$ cat src/rtl/fpdec_pkg.sv
package fpdec_pkg;

  typedef enum logic [1:0] {
    SZ_NONE = 2'd0,
    SZ_SGL  = 2'd1,
    SZ_DBL  = 2'd2,
    SZ_QUAD = 2'd3
  } opnd_size_e;

  typedef enum logic [2:0] {
    ERR_NONE     = 3'd0,
    ERR_NOT_FPOP = 3'd1,
    ERR_BAD_OPF  = 3'd2,
    ERR_CLASS    = 3'd3,
    ERR_BAD_REG  = 3'd4
  } dec_err_e;

  localparam logic [2:0] TT_CLR     = 3'd0;
  localparam logic [2:0] TT_SUBNORM = 3'd2;
  localparam logic [2:0] TT_QUADOP  = 3'd3;
  localparam logic [2:0] TT_BADREG  = 3'd6;

  typedef struct packed {
    logic       known;
    opnd_size_e rd_sz;
    opnd_size_e rs1_sz;
    opnd_size_e rs2_sz;
    logic [2:0] want_tt;
    logic       any_tt;
    logic       cmp;
  } op_info_t;

  function automatic op_info_t op_row(opnd_size_e d, opnd_size_e a,
                                      opnd_size_e b, logic [2:0] tt,
                                      logic any, logic cmp);
    op_info_t r;
    r.known   = 1'b1;
    r.rd_sz   = d;
    r.rs1_sz  = a;
    r.rs2_sz  = b;
    r.want_tt = tt;
    r.any_tt  = any;
    r.cmp     = cmp;
    return r;
  endfunction

endpackage

$ cat src/rtl/fpdec_opmap.sv
module fpdec_opmap
  import fpdec_pkg::*;
#(
  parameter int OPF_W = 9
) (
  input  logic             is_fmt2,
  input  logic [OPF_W-1:0] opf,
  output op_info_t         info
);

  always_comb begin
    info = '0;
    if (!is_fmt2) begin
      case (opf)
        9'h003, 9'h007, 9'h00b: info = op_row(SZ_QUAD, SZ_NONE, SZ_QUAD, TT_QUADOP, 1'b0, 1'b0);
        9'h02b:                 info = op_row(SZ_QUAD, SZ_NONE, SZ_QUAD, TT_QUADOP, 1'b0, 1'b0);
        9'h043, 9'h047,
        9'h04b, 9'h04f:         info = op_row(SZ_QUAD, SZ_QUAD, SZ_QUAD, TT_QUADOP, 1'b0, 1'b0);
        9'h06e:                 info = op_row(SZ_QUAD, SZ_DBL,  SZ_DBL,  TT_QUADOP, 1'b0, 1'b0);
        9'h083:                 info = op_row(SZ_DBL,  SZ_NONE, SZ_QUAD, TT_QUADOP, 1'b0, 1'b0);
        9'h08c, 9'h0ce:         info = op_row(SZ_QUAD, SZ_NONE, SZ_DBL,  TT_QUADOP, 1'b0, 1'b0);
        9'h0c7, 9'h0d3:         info = op_row(SZ_SGL,  SZ_NONE, SZ_QUAD, TT_QUADOP, 1'b0, 1'b0);
        9'h0cb:                 info = op_row(SZ_DBL,  SZ_NONE, SZ_QUAD, TT_QUADOP, 1'b0, 1'b0);
        9'h0cc, 9'h0cd:         info = op_row(SZ_QUAD, SZ_NONE, SZ_SGL,  TT_QUADOP, 1'b0, 1'b0);
        9'h029:                 info = op_row(SZ_SGL,  SZ_NONE, SZ_SGL,  TT_CLR,    1'b1, 1'b0);
        9'h02a:                 info = op_row(SZ_DBL,  SZ_NONE, SZ_DBL,  TT_CLR,    1'b1, 1'b0);
        9'h041, 9'h045,
        9'h049, 9'h04d:         info = op_row(SZ_SGL,  SZ_SGL,  SZ_SGL,  TT_SUBNORM, 1'b0, 1'b0);
        9'h042, 9'h046,
        9'h04a, 9'h04e:         info = op_row(SZ_DBL,  SZ_DBL,  SZ_DBL,  TT_SUBNORM, 1'b0, 1'b0);
        9'h069:                 info = op_row(SZ_DBL,  SZ_SGL,  SZ_SGL,  TT_SUBNORM, 1'b0, 1'b0);
        9'h081, 9'h0c9, 9'h0c8: info = op_row(SZ_DBL,  SZ_NONE, SZ_SGL,  TT_SUBNORM, 1'b0, 1'b0);
        9'h082, 9'h088:         info = op_row(SZ_DBL,  SZ_NONE, SZ_DBL,  TT_SUBNORM, 1'b0, 1'b0);
        9'h0c6, 9'h0d2, 9'h084: info = op_row(SZ_SGL,  SZ_NONE, SZ_DBL,  TT_SUBNORM, 1'b0, 1'b0);
        9'h0d1:                 info = op_row(SZ_SGL,  SZ_NONE, SZ_SGL,  TT_SUBNORM, 1'b0, 1'b0);
        default:                info = '0;
      endcase
    end else begin
      case (opf)
        9'h053, 9'h057: info = op_row(SZ_NONE, SZ_QUAD, SZ_QUAD, TT_QUADOP, 1'b0, 1'b1);
        default:        info = '0;
      endcase
    end
  end

endmodule

$ cat src/rtl/fpdec_regmap.sv
module fpdec_regmap
  import fpdec_pkg::*;
#(
  parameter int FLD_W = 5,
  localparam int IDX_W = FLD_W + 1
) (
  input  logic [FLD_W-1:0] spec,
  input  opnd_size_e       size,
  output logic [IDX_W-1:0] idx,
  output logic             misaligned
);

  always_comb begin
    case (size)
      SZ_SGL:          idx = {1'b0, spec};
      SZ_DBL, SZ_QUAD: idx = {spec[0], spec[FLD_W-1:1], 1'b0};
      default:         idx = '0;
    endcase
    misaligned = (size == SZ_QUAD) && spec[1];
  end

endmodule

$ cat src/rtl/fp_opdecode.sv
module fp_opdecode
  import fpdec_pkg::*;
#(
  parameter int FLD_W = 5,
  parameter int OPF_W = 9,
  parameter int TT_W  = 3,
  localparam int IDX_W = FLD_W + 1
) (
  input  logic             clk,
  input  logic             rst_n,
  input  logic             in_valid,
  input  logic [31:0]      insn,
  input  logic [TT_W-1:0]  tt_in,
  input  logic             via_illegal,
  input  logic [1:0]       bank_dirty,
  output logic             out_valid,
  output logic [2:0]       err_code,
  output logic             is_fmt2,
  output logic [OPF_W-1:0] opf,
  output logic [TT_W-1:0]  tt_out,
  output logic [1:0]       rd_size,
  output logic [1:0]       rs1_size,
  output logic [1:0]       rs2_size,
  output logic [IDX_W-1:0] rd_idx,
  output logic [IDX_W-1:0] rs1_idx,
  output logic [IDX_W-1:0] rs2_idx,
  output logic             rs1_zero,
  output logic             rs2_zero,
  output logic             cc_dest,
  output logic [1:0]       cc_sel
);

  localparam int          NOPND    = 3;
  localparam int          RD_LSB   = 25;
  localparam int          RS1_LSB  = 14;
  localparam int          OPF_LSB  = 5;
  localparam int          RS2_LSB  = 0;
  localparam logic [31:0] FMT_MASK = 32'hC1F8_0000;
  localparam logic [31:0] FMT1_VAL = 32'h81A0_0000;
  localparam logic [31:0] FMT2_VAL = 32'h81A8_0000;

  // reset released synchronously
  logic rst_s1, rst_s2;
  always_ff @(posedge clk or negedge rst_n) begin
    if (!rst_n) begin
      rst_s1 <= 1'b0;
      rst_s2 <= 1'b0;
    end else begin
      rst_s1 <= 1'b1;
      rst_s2 <= rst_s1;
    end
  end

  // format and op lookup
  logic             fmt1_hit, fmt2_hit;
  logic [OPF_W-1:0] opf_f;
  op_info_t         info;

  assign fmt1_hit = (insn & FMT_MASK) == FMT1_VAL;
  assign fmt2_hit = (insn & FMT_MASK) == FMT2_VAL;
  assign opf_f    = insn[OPF_LSB +: OPF_W];

  fpdec_opmap #(.OPF_W(OPF_W)) u_opmap (
    .is_fmt2 (fmt2_hit),
    .opf     (opf_f),
    .info    (info)
  );

  // operand mapping, slot 0 = rd, 1 = rs1, 2 = rs2
  logic [FLD_W-1:0] spec   [NOPND];
  opnd_size_e       sz     [NOPND];
  logic [IDX_W-1:0] idx    [NOPND];
  logic [NOPND-1:0] mis;

  assign spec[0] = insn[RD_LSB  +: FLD_W];
  assign spec[1] = insn[RS1_LSB +: FLD_W];
  assign spec[2] = insn[RS2_LSB +: FLD_W];
  assign sz[0]   = info.rd_sz;
  assign sz[1]   = info.rs1_sz;
  assign sz[2]   = info.rs2_sz;

  for (genvar g = 0; g < NOPND; g++) begin : g_opnd
    fpdec_regmap #(.FLD_W(FLD_W)) u_map (
      .spec       (spec[g]),
      .size       (sz[g]),
      .idx        (idx[g]),
      .misaligned (mis[g])
    );
  end

  // next-state decision
  dec_err_e         err_n;
  logic             ok_n;
  logic             class_ok;
  logic [TT_W-1:0]  tt_n;
  opnd_size_e       sz_n   [NOPND];
  logic [IDX_W-1:0] idx_n  [NOPND];
  logic             z1_n, z2_n, cc_n;
  logic [1:0]       ccs_n;

  always_comb begin
    class_ok = via_illegal || info.any_tt || (tt_in == TT_W'(info.want_tt));
    if (!(fmt1_hit || fmt2_hit))  err_n = ERR_NOT_FPOP;
    else if (!info.known)         err_n = ERR_BAD_OPF;
    else if (!class_ok)           err_n = ERR_CLASS;
    else if (|mis)                err_n = ERR_BAD_REG;
    else                          err_n = ERR_NONE;
    ok_n = (err_n == ERR_NONE);

    case (err_n)
      ERR_NONE:    tt_n = TT_W'(TT_CLR);
      ERR_BAD_REG: tt_n = TT_W'(TT_BADREG);
      default:     tt_n = tt_in;
    endcase

    for (int i = 0; i < NOPND; i++) begin
      sz_n[i]  = ok_n ? sz[i]  : SZ_NONE;
      idx_n[i] = ok_n ? idx[i] : '0;
    end
    z1_n  = ok_n && (sz[1] != SZ_NONE) && !bank_dirty[idx[1][IDX_W-1]];
    z2_n  = ok_n && (sz[2] != SZ_NONE) && !bank_dirty[idx[2][IDX_W-1]];
    cc_n  = ok_n && info.cmp;
    ccs_n = cc_n ? spec[0][1:0] : 2'b00;
  end

  // result registers
  always_ff @(posedge clk or negedge rst_s2) begin
    if (!rst_s2) begin
      out_valid <= 1'b0;
      err_code  <= 3'd0;
      is_fmt2   <= 1'b0;
      opf       <= '0;
      tt_out    <= '0;
      rd_size   <= 2'd0;
      rs1_size  <= 2'd0;
      rs2_size  <= 2'd0;
      rd_idx    <= '0;
      rs1_idx   <= '0;
      rs2_idx   <= '0;
      rs1_zero  <= 1'b0;
      rs2_zero  <= 1'b0;
      cc_dest   <= 1'b0;
      cc_sel    <= 2'd0;
    end else begin
      out_valid <= in_valid;
      if (in_valid) begin
        err_code  <= err_n;
        is_fmt2   <= fmt2_hit;
        opf       <= opf_f;
        tt_out    <= tt_n;
        rd_size   <= sz_n[0];
        rs1_size  <= sz_n[1];
        rs2_size  <= sz_n[2];
        rd_idx    <= idx_n[0];
        rs1_idx   <= idx_n[1];
        rs2_idx   <= idx_n[2];
        rs1_zero  <= z1_n;
        rs2_zero  <= z2_n;
        cc_dest   <= cc_n;
        cc_sel    <= ccs_n;
      end
    end
  end

endmodule

$ cat config.mk
export PLATFORM = sky130hd
export DESIGN_NAME = fp_opdecode
export DESIGN_NICKNAME = d
export VERILOG_FILES = /design/src/rtl/fpdec_pkg.sv /design/src/rtl/fpdec_opmap.sv /design/src/rtl/fpdec_regmap.sv /design/src/rtl/fp_opdecode.sv
export SDC_FILE = /design/constraint.sdc
export NUM_CORES = 1
export LEC_CHECK = 0
export BUFFER_PORTS_ARGS = -buffer_cell sky130_fd_sc_hd__buf_2
export CAP_MARGIN = 10
export CORE_ASPECT_RATIO = 1.1
export CORE_UTILIZATION = 30
export CTS_CLUSTER_SIZE = 14
export DETAILED_ROUTE_END_ITERATION = 8
export GPL_ROUTABILITY_DRIVEN = 0
export HOLD_SLACK_MARGIN = 0.12
export PLACE_DENSITY = 0.49
export SLEW_MARGIN = 25
export SYNTH_ARGS = -nofsm -noshare
export SYNTH_HDL_FRONTEND = slang
export SYNTH_SLANG_ARGS = --single-unit
$ cat constraint.sdc
create_clock -name clk -period 2.9 [get_ports clk]
set_input_delay 0.58 -clock clk [delete_from_list [all_inputs] [get_ports clk]]
set_output_delay 0.58 -clock clk [all_outputs]
set_load 0.02 [all_outputs]
==> out/results.ini, run 1 <==
[timing]
max_freq_ghz = 0.351
setup_viol = 0
rsz0062_at_grt = true
finalClockSkew_ns = 0.00519
worstMarginPinSlew_ns = 0.619
finalCriticalPeriod_ns = 2.85
maxSlewHeadroom_pct = 58.8
maxSlewViolCount = 0
hold_slack_ns = 0.352
hold_violations = 0
fin_crit_sh_pct = 98.2

[grt]
grt_pass1_wl_mm = 13.8
grt.total_usage_pct = 17.5
grt_max_degree = 47
antenna_found_initial = 0
overflow = 0
grt_pass1_vias = 2746

[routing]
num_vias = 2754
wirelength_mm = 8.71
dr.pass1.iters = 5
wire_per_inst_um = 16.2
ant_nets = 0
avgViaCountPerCell = 5.14
drc = 0
drtIter0Drc = 175

[setup_path]
cp_slowest_cell = a2111o_1
crit_top_cell = buf_4
cp.buffers_inverters = 4
path_class = input pin to flip-flop
worst-path-max-fanout = 12
crit_required_ns = 3.14
critPathCaptureType = flip-flop
startpoint_type = input pin
crit_arrival_ns = 3.09
slowest_delay_ns = 0.44
cp_top_family = compound AO/OA/AOI/OAI gates
crit_chain = buf_2 -> buf_4 -> or2_2 -> a211oi_2 -> o21bai_2 -> a2111o_1 -> and3_4 -> nor3_4 -> nand4_1 -> buf_4 -> clkbuf_16 -> o2bb2ai_2

[synth]
ys.flop_type = dfrtp_1
synth_top_area_share_pct = 41.7
seq_area_frac_synth_pct = 41.7
syn_nets = 321
syn-cell-area_sq_um = 2880
netlist_instances = 280
synthDistinctLibCells = 69
ys_async_sr_fraction_pct = 100
ys_seq_elements = 48
synth.avg_cell_area_sq_um = 10.3
ys.warnings.count = 0
yosysTopAreaCell = dfrtp_1
synthTopCellsByArea = dfrtp_1, o2bb2ai_2, mux2_2, o2bb2ai_1, nand2_1
synth_edf_count = 0

[layout]
fin_area_sq_um = 4160
mostFrequentLayoutCells = buf_2, buf_4, dfrtp_1
final_nets = 459
antennaDiodeCount = 0
final_common_cell = buf_2
areaGrowthSynthToFinish_pct = 44.4
drive_above_1_share_pct = 50.1

[placement]
place_hpwl_mm = 6.11
dpl-instance-area_sq_um = 3810
portBuffers = 86

[worst_hold_path]
hp-class = flip-flop to asynchronous set/reset pin

[floorplanning]
ios = 87
die_w_um = 95.5
core_sq_um = 9350
die-area_sq_um = 10000
die_h_um = 105
initial_core_util_pct = 30.8
row_count = 37

[clock_tree]
cts_buffers = 5
cts_num_sinks = 48
clk_path_buf_depth = 2
clk_latency_ns = 0.30
htreeDepth = 2
cts_tree = done
cts-root-buf = clkbuf_8
clkTransAtPathRegs_ns = 0.10

[power]
ir_worst_vdd_mv = 0.219
leakagePower_uw = 0.00195
power_density_nw_per_um2 = 360

[run_status]
status = complete, no violations

[run]
cap_viol_max_count = 0

where the power goes:
group | total [uW] | switching [uW] | internal [uW]
logic | 259 | 140 | 119
clock network | 533 | 250 | 283
registers | 707 | 19.8 | 688
total | 1500 | 410 | 1090
per-stage QoR:
| step | setup TNS [ns] | total power, uW | std cells | setup WS [ns] | util, % |
|---|---|---|---|---|---|
| floorplan | 0 | 853 | 280 | 0.0553 | - |
| global placement | -4.08 | 966 | 522 | -0.158 | 40.7 |
| detailed placement | -4.08 | 967 | 522 | -0.214 | 40.7 |
| CTS | 0 | 1500 | 531 | 0.0951 | 42.1 |
| global route | -0.633 | 1570 | 536 | -0.0569 | 44.5 |
| finish | 0 | 1500 | 536 | 0.0516 | 44.5 |
area by class of cell:
class	instances	area, sq um
Inverter	14	52.6
Timing Repair Buffer	150	973
Multi-Input combinational cell	199	1660
Clock inverter	2	38.8
Sequential cell	48	1200
Fill cell	952	5190
Tap cell	117	146
Clock buffer	6	82.6
final timing paths:
kind	start	endpoint	slack, ns	cells after the start
worst max-delay path	insn[11]	rs2_size[1]$_DFFE_PN0P_	0.05	12
max in group asynchronous	rst_s2$_DFF_PN0_	cc_dest$_DFFE_PN0P_	2.12	0
min in group clk	rst_s1$_DFF_PN0_	rst_s2$_DFF_PN0_	0.36	0
worst min-delay path	rst_s2$_DFF_PN0_	opf[3]$_DFFE_PN0P_	0.35	0
worst min register to register	rst_s2$_DFF_PN0_	opf[3]$_DFFE_PN0P_	0.35	0
worst max register to register	tt_out[2]$_DFFE_PN0P_	tt_out[2]$_DFFE_PN0P_	2.01	2
registers in the layout, summed over array words and instances (netlist names):
| signal | cells |
|---|---|
| out_valid | 1 |
| rs1_size | 2 |
| tt_out | 3 |
| rs2_size | 2 |
| rd_idx | 6 |
| rd_size | 2 |
| rst_s2 | 1 |
| is_fmt2 | 1 |
| opf | 9 |
| rs2_zero | 1 |
| rs1_idx | 6 |
| rs2_idx | 6 |
| cc_sel | 2 |
| rst_s1 | 1 |
| rs1_zero | 1 |
| cc_dest | 1 |
| err_code | 3 |
kinds of logic (layout without fill, tap and decap cells):
| logic type | count (synthesis) | in the layout | synth area share, % |
|---|---|---|---|
| buffers and inverters | 33 | 172 | 5.38 |
| DFF | 48 | 48 | 41.7 |
| muxes | 13 | 13 | 5.03 |
| xor gates and xnor gates | 4 | 4 | 1.22 |
| and+or+nand+nor | 102 | 102 | 21.8 |
| other | 1 | 1 | 0.130 |
| AOI/OAI and AO/OA | 79 | 79 | 24.8 |
layer usage:
metal  share of wire, %  up-vias  track usage (%)
li1                   -     1323                -
met1                 46     1334             23.9
met2                 48       87             28.0
met3                5.0       10             3.20
met4                1.4        0             4.80
met5                  0        -                0
what timing repair did:
| action | CTS | global route |
|---|---|---|
| gates resized for setup | 0 | 30 |
| hold endpoints to repair | 2 | 0 |
| hold buffers | 1 | 0 |
| setup buffers | 0 | 3 |
| endpoints found under the setup margin | 0 | 6 |
synthesized netlist by cell type, types with 3 or more instances:
| library cell | count |
|---|---|
| a211oi_1 | 6 |
| a21oi_1 | 7 |
| a311o_1 | 3 |
| a31oi_1 | 6 |
| and3_1 | 5 |
| and4b_1 | 3 |
| buf_2 | 7 |
| clkbuf_1 | 7 |
| dfrtp_1 | 48 |
| inv_1 | 14 |
| mux2_2 | 12 |
| nand2_1 | 27 |
| nand2b_1 | 8 |
| nand3_1 | 6 |
| nor2_1 | 9 |
| nor2b_1 | 7 |
| nor3_1 | 8 |
| o21ai_0 | 5 |
| o2bb2ai_1 | 14 |
| o2bb2ai_2 | 10 |
| o31ai_1 | 3 |
| or2_2 | 3 |
| xnor2_1 | 3 |
Power figures use the tool's default switching activity.
==> run 2, diff against run 1 <==
- CORE_MARGIN: not set -> 2
- HOLD_SLACK_MARGIN: 0.12 -> 0.1
==> out/results.ini, run 2 (synthesis gave the netlist of run 1 again) <==
[routing]
drtIter0Drc = 155  ; -11%
ant_nets = 0  ; unchanged
wire_per_inst_um = 16.1  ; -0.84%
num_vias = 2655  ; -3.6%
avgViaCountPerCell = 5.08  ; -1.2%
drc = 0  ; unchanged
dr.pass1.iters = 4  ; -1
wirelength_mm = 8.43  ; -3.2%

[clock_tree]
clkTransAtPathRegs_ns = 0.10  ; about the same
htreeDepth = 2  ; unchanged
holdBufCountCts = 1  ; unchanged
clk_path_buf_depth = 2  ; unchanged
cts_tree = done
cts_buffers = 5  ; unchanged
clk_latency_ns = 0.31  ; about the same
cts_setup_buffers = 0  ; unchanged
ctsResizeCount = 0  ; unchanged
cts_num_sinks = 48  ; unchanged
cts-root-buf = clkbuf_8

[setup_path]
critPathCaptureType = flip-flop
worst-path-max-fanout = 29  ; +17
cp_top_family = simple AND/OR/NAND/NOR gates
crit_required_ns = 3.13  ; about the same
crit_arrival_ns = 2.96  ; -0.13 ns
path_class = input pin to flip-flop
cp_slowest_cell = a2111o_1
slowest_delay_ns = 0.44  ; about the same
crit_chain = buf_2 -> or3b_4 -> a2111oi_4 -> nor4_2 -> a2111o_1 -> and3_4 -> nor3_4 -> nand4_1 -> buf_12 -> o31ai_1
cp.buffers_inverters = 2  ; -2
startpoint_type = input pin

[layout]
drive_above_1_share_pct = 45.8  ; -4.3 points
areaGrowthSynthToFinish_pct = 35.0
mostFrequentLayoutCells = buf_2, buf_4, dfrtp_1
antennaDiodeCount = 0  ; unchanged
seqCellArea_sq_um = 1200  ; unchanged
final_nets = 446  ; -2.8%
fin_area_sq_um = 3890  ; -6.5%
multiInputGateArea_sq_um = 1530  ; -8.3%
fillers = 986  ; +3.6%
largest_register_ffs = 9  ; unchanged
largest-register = opf
final_common_cell = buf_2
utilization_pct = 41.6  ; -2.9 points

[floorplanning]
die-area_sq_um = 10400  ; +4.0%
ios = 87  ; unchanged
die_h_um = 107  ; +1.9%
row_count = 37  ; unchanged
core_sq_um = 9350  ; unchanged
initial_core_util_pct = 30.8  ; unchanged
die_w_um = 97.5  ; +2.1%

[run_status]
status = complete, no violations

[placement]
place_hpwl_mm = 6.33  ; +3.6%
dpl-instance-area_sq_um = 3760  ; -1.2%
portBuffers = 86  ; unchanged

[timing]
fin_crit_sh_pct = 94.3  ; -3.9 points
maxSlewHeadroom_pct = 59.2  ; +0.48 points
setup_viol = 0  ; unchanged
finalCriticalPeriod_ns = 2.74  ; -0.113 ns
hold_violations = 0  ; unchanged
hold_slack_ns = 0.354  ; +0.00163 ns
finalClockSkew_ns = 0.00497  ; -0.000217 ns
max_freq_ghz = 0.366  ; +4.1%
maxSlewViolCount = 0  ; unchanged
final.setup.tns_ns = 0  ; unchanged
worstMarginPinSlew_ns = 0.611  ; -0.00726 ns
rsz0062_at_grt = false

[grt]
grt_pass1_wl_mm = 14.0  ; +1.4%
antenna_found_initial = 0  ; unchanged
grt_pass1_vias = 2703  ; -1.6%
grt.total_usage_pct = 16.4  ; -1.1 points
grt_max_degree = 47  ; unchanged
overflow = 0  ; unchanged

[worst_hold_path]
hp-class = flip-flop to asynchronous set/reset pin

[run]
cap_viol_max_count = 0  ; unchanged

[power]
power_density_nw_per_um2 = 383  ; +6.5%
ir_worst_vdd_mv = 0.159  ; -27%
leakagePower_uw = 0.00185  ; -5.5%

-- run 2: per-stage QoR --
step           setup slack (ns)  instances  power (uW)
6_report                  0.164        523        1490
2_1_floorplan            0.0553        280         853
4_1_cts                   0.152        523        1510
5_1_grt                0.000831        523        1560
3_3_place_gp             -0.133        514         966
3_5_place_dp             -0.177        514         967
-- run 2: final cells by class --
class,instances,area share [%]
clock buffer,6,2.12
clock inverter,2,0.996
inverter,14,1.35
multi-input combinational,199,39.2
sequential,48,31.0
tap,117,3.76
timing repair buffer,137,21.6
-- run 2: path summary, 6_finish.rpt --
path / startpoint / slack [ns] / cells after the start / end
max: insn[9] / 0.16 / 10 / rd_idx[2]$_DFFE_PN0P_
min: rst_s2$_DFF_PN0_ / 0.35 / 0 / opf[1]$_DFFE_PN0P_
max reg2reg: tt_out[1]$_DFFE_PN0P_ / 1.99 / 2 / tt_out[1]$_DFFE_PN0P_
min reg2reg: rst_s2$_DFF_PN0_ / 0.35 / 0 / opf[1]$_DFFE_PN0P_
max in group asynchronous: rst_s2$_DFF_PN0_ / 2.13 / 0 / tt_out[2]$_DFFE_PN0P_
min in group clk: rst_s1$_DFF_PN0_ / 0.36 / 0 / rst_s2$_DFF_PN0_
-- run 2: per-layer routing --
| metal | vias to the layer above | track usage [%] | part of all wire, % |
|---|---|---|---|
| met3 | 8 | 3.26 | 5.2 |
| li1 | 1297 | - | - |
| met4 | 0 | 3.97 | 1.2 |
| met2 | 70 | 26.2 | 46 |
| met5 | - | 0 | 0 |
| met1 | 1280 | 22.9 | 47 |
-- run 2: power by group --
part	total (uW)	internal (uW)	switching [uW]
sequential	707	688	19.7
combinational	244	112	132
clock	541	283	259
total	1490	1080	410
